**src/rtl/rb_desc_pkg.sv**
```systemverilog
package rb_desc_pkg;

  typedef enum logic [1:0] {
    K_IDLE = 2'd0,
    K_STAT = 2'd1,
    K_DATA = 2'd2,
    K_WRAP = 2'd3
  } desc_kind_e;

  // Words taken for one batch: capped at the ring capacity.
  function automatic int unsigned clamp_words(int unsigned lvl, int unsigned cap);
    return (lvl > cap) ? cap : lvl;
  endfunction

  // Words that fit from index ptr up to the ring's last slot.
  function automatic int unsigned head_words(int unsigned ptr, int unsigned total,
                                             int unsigned cap);
    int unsigned room;
    room = cap - ptr;
    return (total < room) ? total : room;
  endfunction

  // Write index after total words, wrapped at cap (total <= cap).
  function automatic int unsigned next_index(int unsigned ptr, int unsigned total,
                                             int unsigned cap);
    int unsigned s;
    s = ptr + total;
    return (s >= cap) ? (s - cap) : s;
  endfunction

endpackage

```
**src/rtl/rb_batch_split.sv**
```systemverilog
module rb_batch_split #(
  parameter int LVL_W      = 9,
  parameter int PTR_W      = 8,
  parameter int WRD_W      = 8,
  parameter int RING_WORDS = 254
) (
  input  logic [LVL_W-1:0] fifo_level,
  input  logic [PTR_W-1:0] cur_ptr,
  output logic [WRD_W-1:0] total,
  output logic [WRD_W-1:0] head,
  output logic [WRD_W-1:0] tail,
  output logic [PTR_W-1:0] nxt_ptr
);
  import rb_desc_pkg::*;

  always_comb begin
    total   = WRD_W'(clamp_words(32'(fifo_level), RING_WORDS));
    head    = WRD_W'(head_words(32'(cur_ptr), 32'(total), RING_WORDS));
    tail    = total - head;
    nxt_ptr = PTR_W'(next_index(32'(cur_ptr), 32'(total), RING_WORDS));
  end

endmodule

```
**src/rtl/rb_ring_state.sv**
```systemverilog
module rb_ring_state #(
  parameter int PTR_W = 8,
  parameter int WRD_W = 8,
  parameter int CNT_W = 32
) (
  input  logic             clk,
  input  logic             rst_n,
  input  logic             ev_batch_start,
  input  logic [WRD_W-1:0] total,
  input  logic [WRD_W-1:0] head,
  input  logic [WRD_W-1:0] tail,
  input  logic [PTR_W-1:0] nxt_ptr,
  output logic [PTR_W-1:0] cur_ptr,
  output logic [CNT_W-1:0] word_count,
  output logic [PTR_W-1:0] bat_ptr,
  output logic [WRD_W-1:0] bat_head,
  output logic [WRD_W-1:0] bat_tail
);

  // Index and count move at batch start so the status copy shows new values.
  always_ff @(posedge clk or negedge rst_n) begin
    if (!rst_n) begin
      cur_ptr    <= '0;
      word_count <= '0;
      bat_ptr    <= '0;
      bat_head   <= '0;
      bat_tail   <= '0;
    end else if (ev_batch_start) begin
      cur_ptr    <= nxt_ptr;
      word_count <= word_count + CNT_W'(total);
      bat_ptr    <= cur_ptr;
      bat_head   <= head;
      bat_tail   <= tail;
    end
  end

endmodule

```
**src/rtl/rb_desc_fsm.sv**
```systemverilog
module rb_desc_fsm (
  input  logic                    clk,
  input  logic                    rst_n,
  input  logic                    level_nz,
  input  logic                    desc_ready,
  input  logic                    has_tail,
  output rb_desc_pkg::desc_kind_e kind,
  output logic                    desc_valid,
  output logic                    ev_batch_start,
  output logic                    ev_issue
);
  import rb_desc_pkg::*;

  desc_kind_e state_q, state_d;

  assign kind           = state_q;
  assign desc_valid     = (state_q != K_IDLE);
  assign ev_issue       = desc_valid && desc_ready;
  assign ev_batch_start = (state_q == K_IDLE) && level_nz;

  always_comb begin
    state_d = state_q;
    unique case (state_q)
      K_IDLE: if (level_nz) state_d = K_STAT;
      K_STAT: if (desc_ready) state_d = K_DATA;
      K_DATA: if (desc_ready) state_d = has_tail ? K_WRAP : K_IDLE;
      K_WRAP: if (desc_ready) state_d = K_IDLE;
      default: state_d = K_IDLE;
    endcase
  end

  always_ff @(posedge clk or negedge rst_n) begin
    if (!rst_n) state_q <= K_IDLE;
    else        state_q <= state_d;
  end

endmodule

```
**src/rtl/rb_desc_fields.sv**
```systemverilog
module rb_desc_fields #(
  parameter int                ADDR_W     = 32,
  parameter int                LEN_W      = 13,
  parameter int                PTR_W      = 8,
  parameter int                WRD_W      = 8,
  parameter int                WORD_BYTES = 16,
  parameter logic [ADDR_W-1:0] RING_BASE  = 32'hC800_0020,
  parameter logic [ADDR_W-1:0] STAT_DST   = 32'hC800_0010,
  parameter logic [ADDR_W-1:0] STAT_SRC   = 32'h0000_1000,
  parameter logic [ADDR_W-1:0] FIFO_SRC   = 32'h0000_2000
) (
  input  rb_desc_pkg::desc_kind_e kind,
  input  logic [PTR_W-1:0]        bat_ptr,
  input  logic [WRD_W-1:0]        bat_head,
  input  logic [WRD_W-1:0]        bat_tail,
  output logic [ADDR_W-1:0]       desc_src,
  output logic [ADDR_W-1:0]       desc_dst,
  output logic [LEN_W-1:0]        desc_len
);
  import rb_desc_pkg::*;

  localparam int WORD_SH = $clog2(WORD_BYTES);

  always_comb begin
    desc_src = '0;
    desc_dst = '0;
    desc_len = '0;
    unique case (kind)
      K_STAT: begin
        desc_src = STAT_SRC;
        desc_dst = STAT_DST;
        desc_len = LEN_W'(WORD_BYTES);
      end
      K_DATA: begin
        desc_src = FIFO_SRC;
        desc_dst = RING_BASE + (ADDR_W'(bat_ptr) << WORD_SH);
        desc_len = LEN_W'(bat_head) << WORD_SH;
      end
      K_WRAP: begin
        desc_src = FIFO_SRC;
        desc_dst = RING_BASE;
        desc_len = LEN_W'(bat_tail) << WORD_SH;
      end
      default: ;
    endcase
  end

endmodule

```
**src/rtl/rb_desc_gen.sv**
```systemverilog
module rb_desc_gen #(
  parameter int                ADDR_W     = 32,
  parameter int                LVL_W      = 9,
  parameter int                CNT_W      = 32,
  parameter int                RING_WORDS = 254,
  parameter int                WORD_BYTES = 16,
  parameter int                MAX_XFER   = 4096,
  parameter logic [ADDR_W-1:0] RING_BASE  = 32'hC800_0020,
  parameter logic [ADDR_W-1:0] STAT_DST   = 32'hC800_0010,
  parameter logic [ADDR_W-1:0] STAT_SRC   = 32'h0000_1000,
  parameter logic [ADDR_W-1:0] FIFO_SRC   = 32'h0000_2000,
  localparam int               LEN_W      = $clog2(MAX_XFER + 1),
  localparam int               PTR_W      = $clog2(RING_WORDS)
) (
  input  logic              clk,
  input  logic              rst_n,
  input  logic [LVL_W-1:0]  fifo_level,
  input  logic              desc_ready,
  output logic              desc_valid,
  output logic [ADDR_W-1:0] desc_src,
  output logic [ADDR_W-1:0] desc_dst,
  output logic [LEN_W-1:0]  desc_len,
  output logic [CNT_W-1:0]  stat_count,
  output logic [PTR_W-1:0]  stat_ptr
);
  import rb_desc_pkg::*;

  localparam int WRD_W = $clog2(RING_WORDS + 1);

  // Named internal events, also observed by the bound checker.
  desc_kind_e       kind;
  logic             ev_batch_start;
  logic             ev_issue;
  logic [WRD_W-1:0] total, head, tail;
  logic [PTR_W-1:0] cur_ptr, nxt_ptr, bat_ptr;
  logic [WRD_W-1:0] bat_head, bat_tail;

  rb_batch_split #(
    .LVL_W(LVL_W), .PTR_W(PTR_W), .WRD_W(WRD_W), .RING_WORDS(RING_WORDS)
  ) u_split (
    .fifo_level(fifo_level), .cur_ptr(cur_ptr),
    .total(total), .head(head), .tail(tail), .nxt_ptr(nxt_ptr)
  );

  rb_desc_fsm u_fsm (
    .clk(clk), .rst_n(rst_n),
    .level_nz(fifo_level != '0), .desc_ready(desc_ready),
    .has_tail(bat_tail != '0),
    .kind(kind), .desc_valid(desc_valid),
    .ev_batch_start(ev_batch_start), .ev_issue(ev_issue)
  );

  rb_ring_state #(
    .PTR_W(PTR_W), .WRD_W(WRD_W), .CNT_W(CNT_W)
  ) u_state (
    .clk(clk), .rst_n(rst_n), .ev_batch_start(ev_batch_start),
    .total(total), .head(head), .tail(tail), .nxt_ptr(nxt_ptr),
    .cur_ptr(cur_ptr), .word_count(stat_count),
    .bat_ptr(bat_ptr), .bat_head(bat_head), .bat_tail(bat_tail)
  );

  rb_desc_fields #(
    .ADDR_W(ADDR_W), .LEN_W(LEN_W), .PTR_W(PTR_W), .WRD_W(WRD_W),
    .WORD_BYTES(WORD_BYTES), .RING_BASE(RING_BASE), .STAT_DST(STAT_DST),
    .STAT_SRC(STAT_SRC), .FIFO_SRC(FIFO_SRC)
  ) u_fields (
    .kind(kind), .bat_ptr(bat_ptr), .bat_head(bat_head), .bat_tail(bat_tail),
    .desc_src(desc_src), .desc_dst(desc_dst), .desc_len(desc_len)
  );

  assign stat_ptr = cur_ptr;

endmodule

```
**config.mk**
```make
export PLATFORM = sky130hd
export DESIGN_NAME = rb_desc_gen
export DESIGN_NICKNAME = d
export VERILOG_FILES = /design/src/rtl/rb_desc_pkg.sv /design/src/rtl/rb_batch_split.sv /design/src/rtl/rb_ring_state.sv /design/src/rtl/rb_desc_fsm.sv /design/src/rtl/rb_desc_fields.sv /design/src/rtl/rb_desc_gen.sv
export SDC_FILE = /design/constraint.sdc
export NUM_CORES = 1
export LEC_CHECK = 0
export BUFFER_PORTS_ARGS = -buffer_cell sky130_fd_sc_hd__buf_4
export CORE_UTILIZATION = 49
export CTS_CLUSTER_SIZE = 20
export DETAILED_ROUTE_END_ITERATION = 16
export PLACE_DENSITY = 0.77
export SLEW_MARGIN = 20
export SYNTH_ARGS = -nofsm -noshare
export SYNTH_HDL_FRONTEND = slang
export SYNTH_HIERARCHICAL = 1
export SYNTH_SLANG_ARGS = --single-unit
```
**constraint.sdc**
```tcl
create_clock -name clk -period 3.6 [get_ports clk]
set_input_delay 1.08 -clock clk [delete_from_list [all_inputs] [get_ports clk]]
set_output_delay 1.08 -clock clk [all_outputs]
set_load 0.01 [all_outputs]
```
==> flow_summary.yaml <==
sta:
  fin_crit_sh: 1.090
  hold_viol_final: 0
  min_period_ns: 3.926
  slew_headroom: 0.4331
  fin_ws_ns: -0.3257
  fmax_mhz: 254.7
  tightestPinTransition_ns: 0.8504
  setup_viol: 5
  drv_slew: 0
  rsz0062_at_grt: "true"
  hold_ws_ns: 0.4835
  fin_worst_skew_ns: 0.01098
routing:
  vias: 4328
  firstDrtPassIters: 4
  met1_length_um: 5399
  routed_wl_um: 12220
  wl_per_cell_um: 14.76
  ant_nets: 0
  drt-initial-drc-count: 217
  routed_via_density: 5.227
  top_layer_used: "met4"
  drc: 0
  route.met2.wl_um: 6117
  wl_met3_um: 517
die:
  initial_core_util: 0.5052
  ios: 130
  die-area_um2: 11060
  dieHeight_um: 105.2
  core.rowCount: 37
  die_w_um: 105.2
  core-area_um2: 10320
global_routing:
  grt-ovfl-total: 0
  grt_use_total: 0.2239
  grt_pass1_wl_um: 19750
  grt_max_degree: 67
  grt_pass1_vias: 4081
  antenna_found_initial: 0
yosys:
  avgSynthCellArea_um2: 9.657
  netlist_area_um2: 5215
  ys_warn_count: 6
  synth_cells: 540
power_and_ir_drop:
  p_total_mw: 6.838
  p_per_area_nw_per_um2: 1023
  p_int_mw: 3.948
  swShare: 0.4227
  pwr-share-clk: 0.085
  seq_power_share: 0.193
  peakVddDrop_mv: 0.6112
  p_leak_nw: 3.249
  combPwrFrac: 0.722
  switching_power_mw: 2.891
cts:
  clk_latency_ns: 0.36
  postCtsHoldBufs: 0
  cts_buffers: 9
  numClockSinks: 66
  cts.clk_slew.worst_paths_ns: 0.08
  cts_root_buf: "clkbuf_8"
  cts.htree.levels: 3
  cts_tree: "yes"
  cts_buffer_depth: 2
setup_path:
  rr_startpoint: "u_state/cur_ptr[1]$_DFFE_PN0P_"
  cp_top_family: "compound AO/OA/AOI/OAI gates"
  crit_chain: "buf_4 -> buf_4 -> nor2_2 -> inv_2 -> ha_1 -> o21a_1 -> o21ai_2 -> a21oi_2 -> o21a_4 -> buf_4 -> a21o_1 -> ha_1 -> a21o_1 -> a21o_1 -> a21o_1 -> a21oi_2 -> o21ai_2 -> xor2_1 -> mux2_4"
  worst-path-stages: 19
  cp_max_fo: 6
  path_class: "in -> reg"
  rrSetupSlack_ns: -0.19
  cp-end-kind: "flip-flop"
  cpMostUsedCell: "a21o_1"
  critPathArrivalTime_ns: 4.17
  critical_path.max_stage_delay_ns: 0.31
  cp-start-kind: "input port"
  slowest_stage: "ha_1"
  cp.required_ns: 3.84
  crit_buf_inv: 4
  worstReg2RegEnd: "u_state/bat_tail[7]$_DFFE_PN0P_"
  r2r_cells: 18
placed_design:
  dp.cells: 805
  placed_area_um2: 6259
  place_congestion: 0.8744
  port-buffer-count: 74
  dp_hpwl_um: 9131
cells_and_area:
  nets: 735
  syn2layout_area_growth_pct: 28.12
  antenna_cells: 0
  final_area_um2: 6681
  mostFrequentLayoutCell: "buf_4"
  drive_above_1_share: 0.3931
  post-route-util: 0.6472
  stdcell_count: 828
  final_cell_mix: "buf_4 (146), dfrtp_1 (65), conb_1 (55)"
worst_hold_path:
  min_from: "u_state/word_count[31]$_DFFE_PN0P_"
  hold_path_end: "u_state/word_count[31]$_DFFE_PN0P_"
  min_path_type: "reg -> reg"
  hold_path_depth: 1
outcome:
  violations: "negative setup slack"
  outcome: "finished, violations left"
run:
  drv_cap: 0
==> registers in the layout (all words and copies together), names as in the netlist <==
signal	flops
u_fsm/kind	2
u_state/bat_head	8
u_state/bat_ptr	8
u_state/bat_tail	8
u_state/cur_ptr	8
u_state/word_count	32
==> power groups by stage <==
stage	sequential, mW	clock [mW]	combinational (mW)
floorplan	1.31	0	2.90
global placement	1.32	0	4.34
detailed placement	1.33	0	4.49
finish	1.32	0.579	4.94
global route	1.37	0.618	5.37
CTS	1.32	0.589	4.63
==> cell type report <==
type	instances	area [um^2]
Inverter	21	81.33
Sequential cell	66	1653
Tap cell	136	170.2
Clock inverter	4	26.28
Multi-Input combinational cell	434	3386
Clock buffer	12	155.1
Timing Repair Buffer	155	1210
Fill cell	772	3642
==> timing repair <==
action | CTS | global route
setup buffers | 6 | 5
setup endpoints to repair | 7 | 12
resized for setup | 12 | 35
pin swaps | 19 | 21
==> through the flow <==
step	setup WS [ns]	setup TNS [ns]
CTS	-0.3623	-1.291
global route	-0.5037	-2.177
detailed placement	-0.8133	-6.285
floorplan	-0.5606	-2.127
global placement	-0.6695	-4.878
finish	-0.3257	-1.209
==> metal layers <==
layer,up-vias,GRT usage
met3,14,0.03493
met1,2083,0.2999
met5,-,0
met4,0,0.06740
li1,2086,-
met2,145,0.3723
==> worst max-delay path by stage <==
| stage | start | to | slack, ns |
|---|---|---|---|
| after floorplan | fifo_level[8] | u_state/bat_tail[7]$_DFFE_PN0P_ | -0.56 |
| after global placement | fifo_level[4] | u_state/bat_tail[7]$_DFFE_PN0P_ | -0.67 |
| after detailed placement | fifo_level[4] | u_state/bat_tail[7]$_DFFE_PN0P_ | -0.81 |
| after CTS | fifo_level[6] | u_state/bat_tail[7]$_DFFE_PN0P_ | -0.36 |
| after global routing | fifo_level[4] | u_state/bat_tail[7]$_DFFE_PN0P_ | -0.50 |
| final | fifo_level[2] | u_state/bat_tail[7]$_DFFE_PN0P_ | -0.33 |
Power figures use the tool's default switching activity.
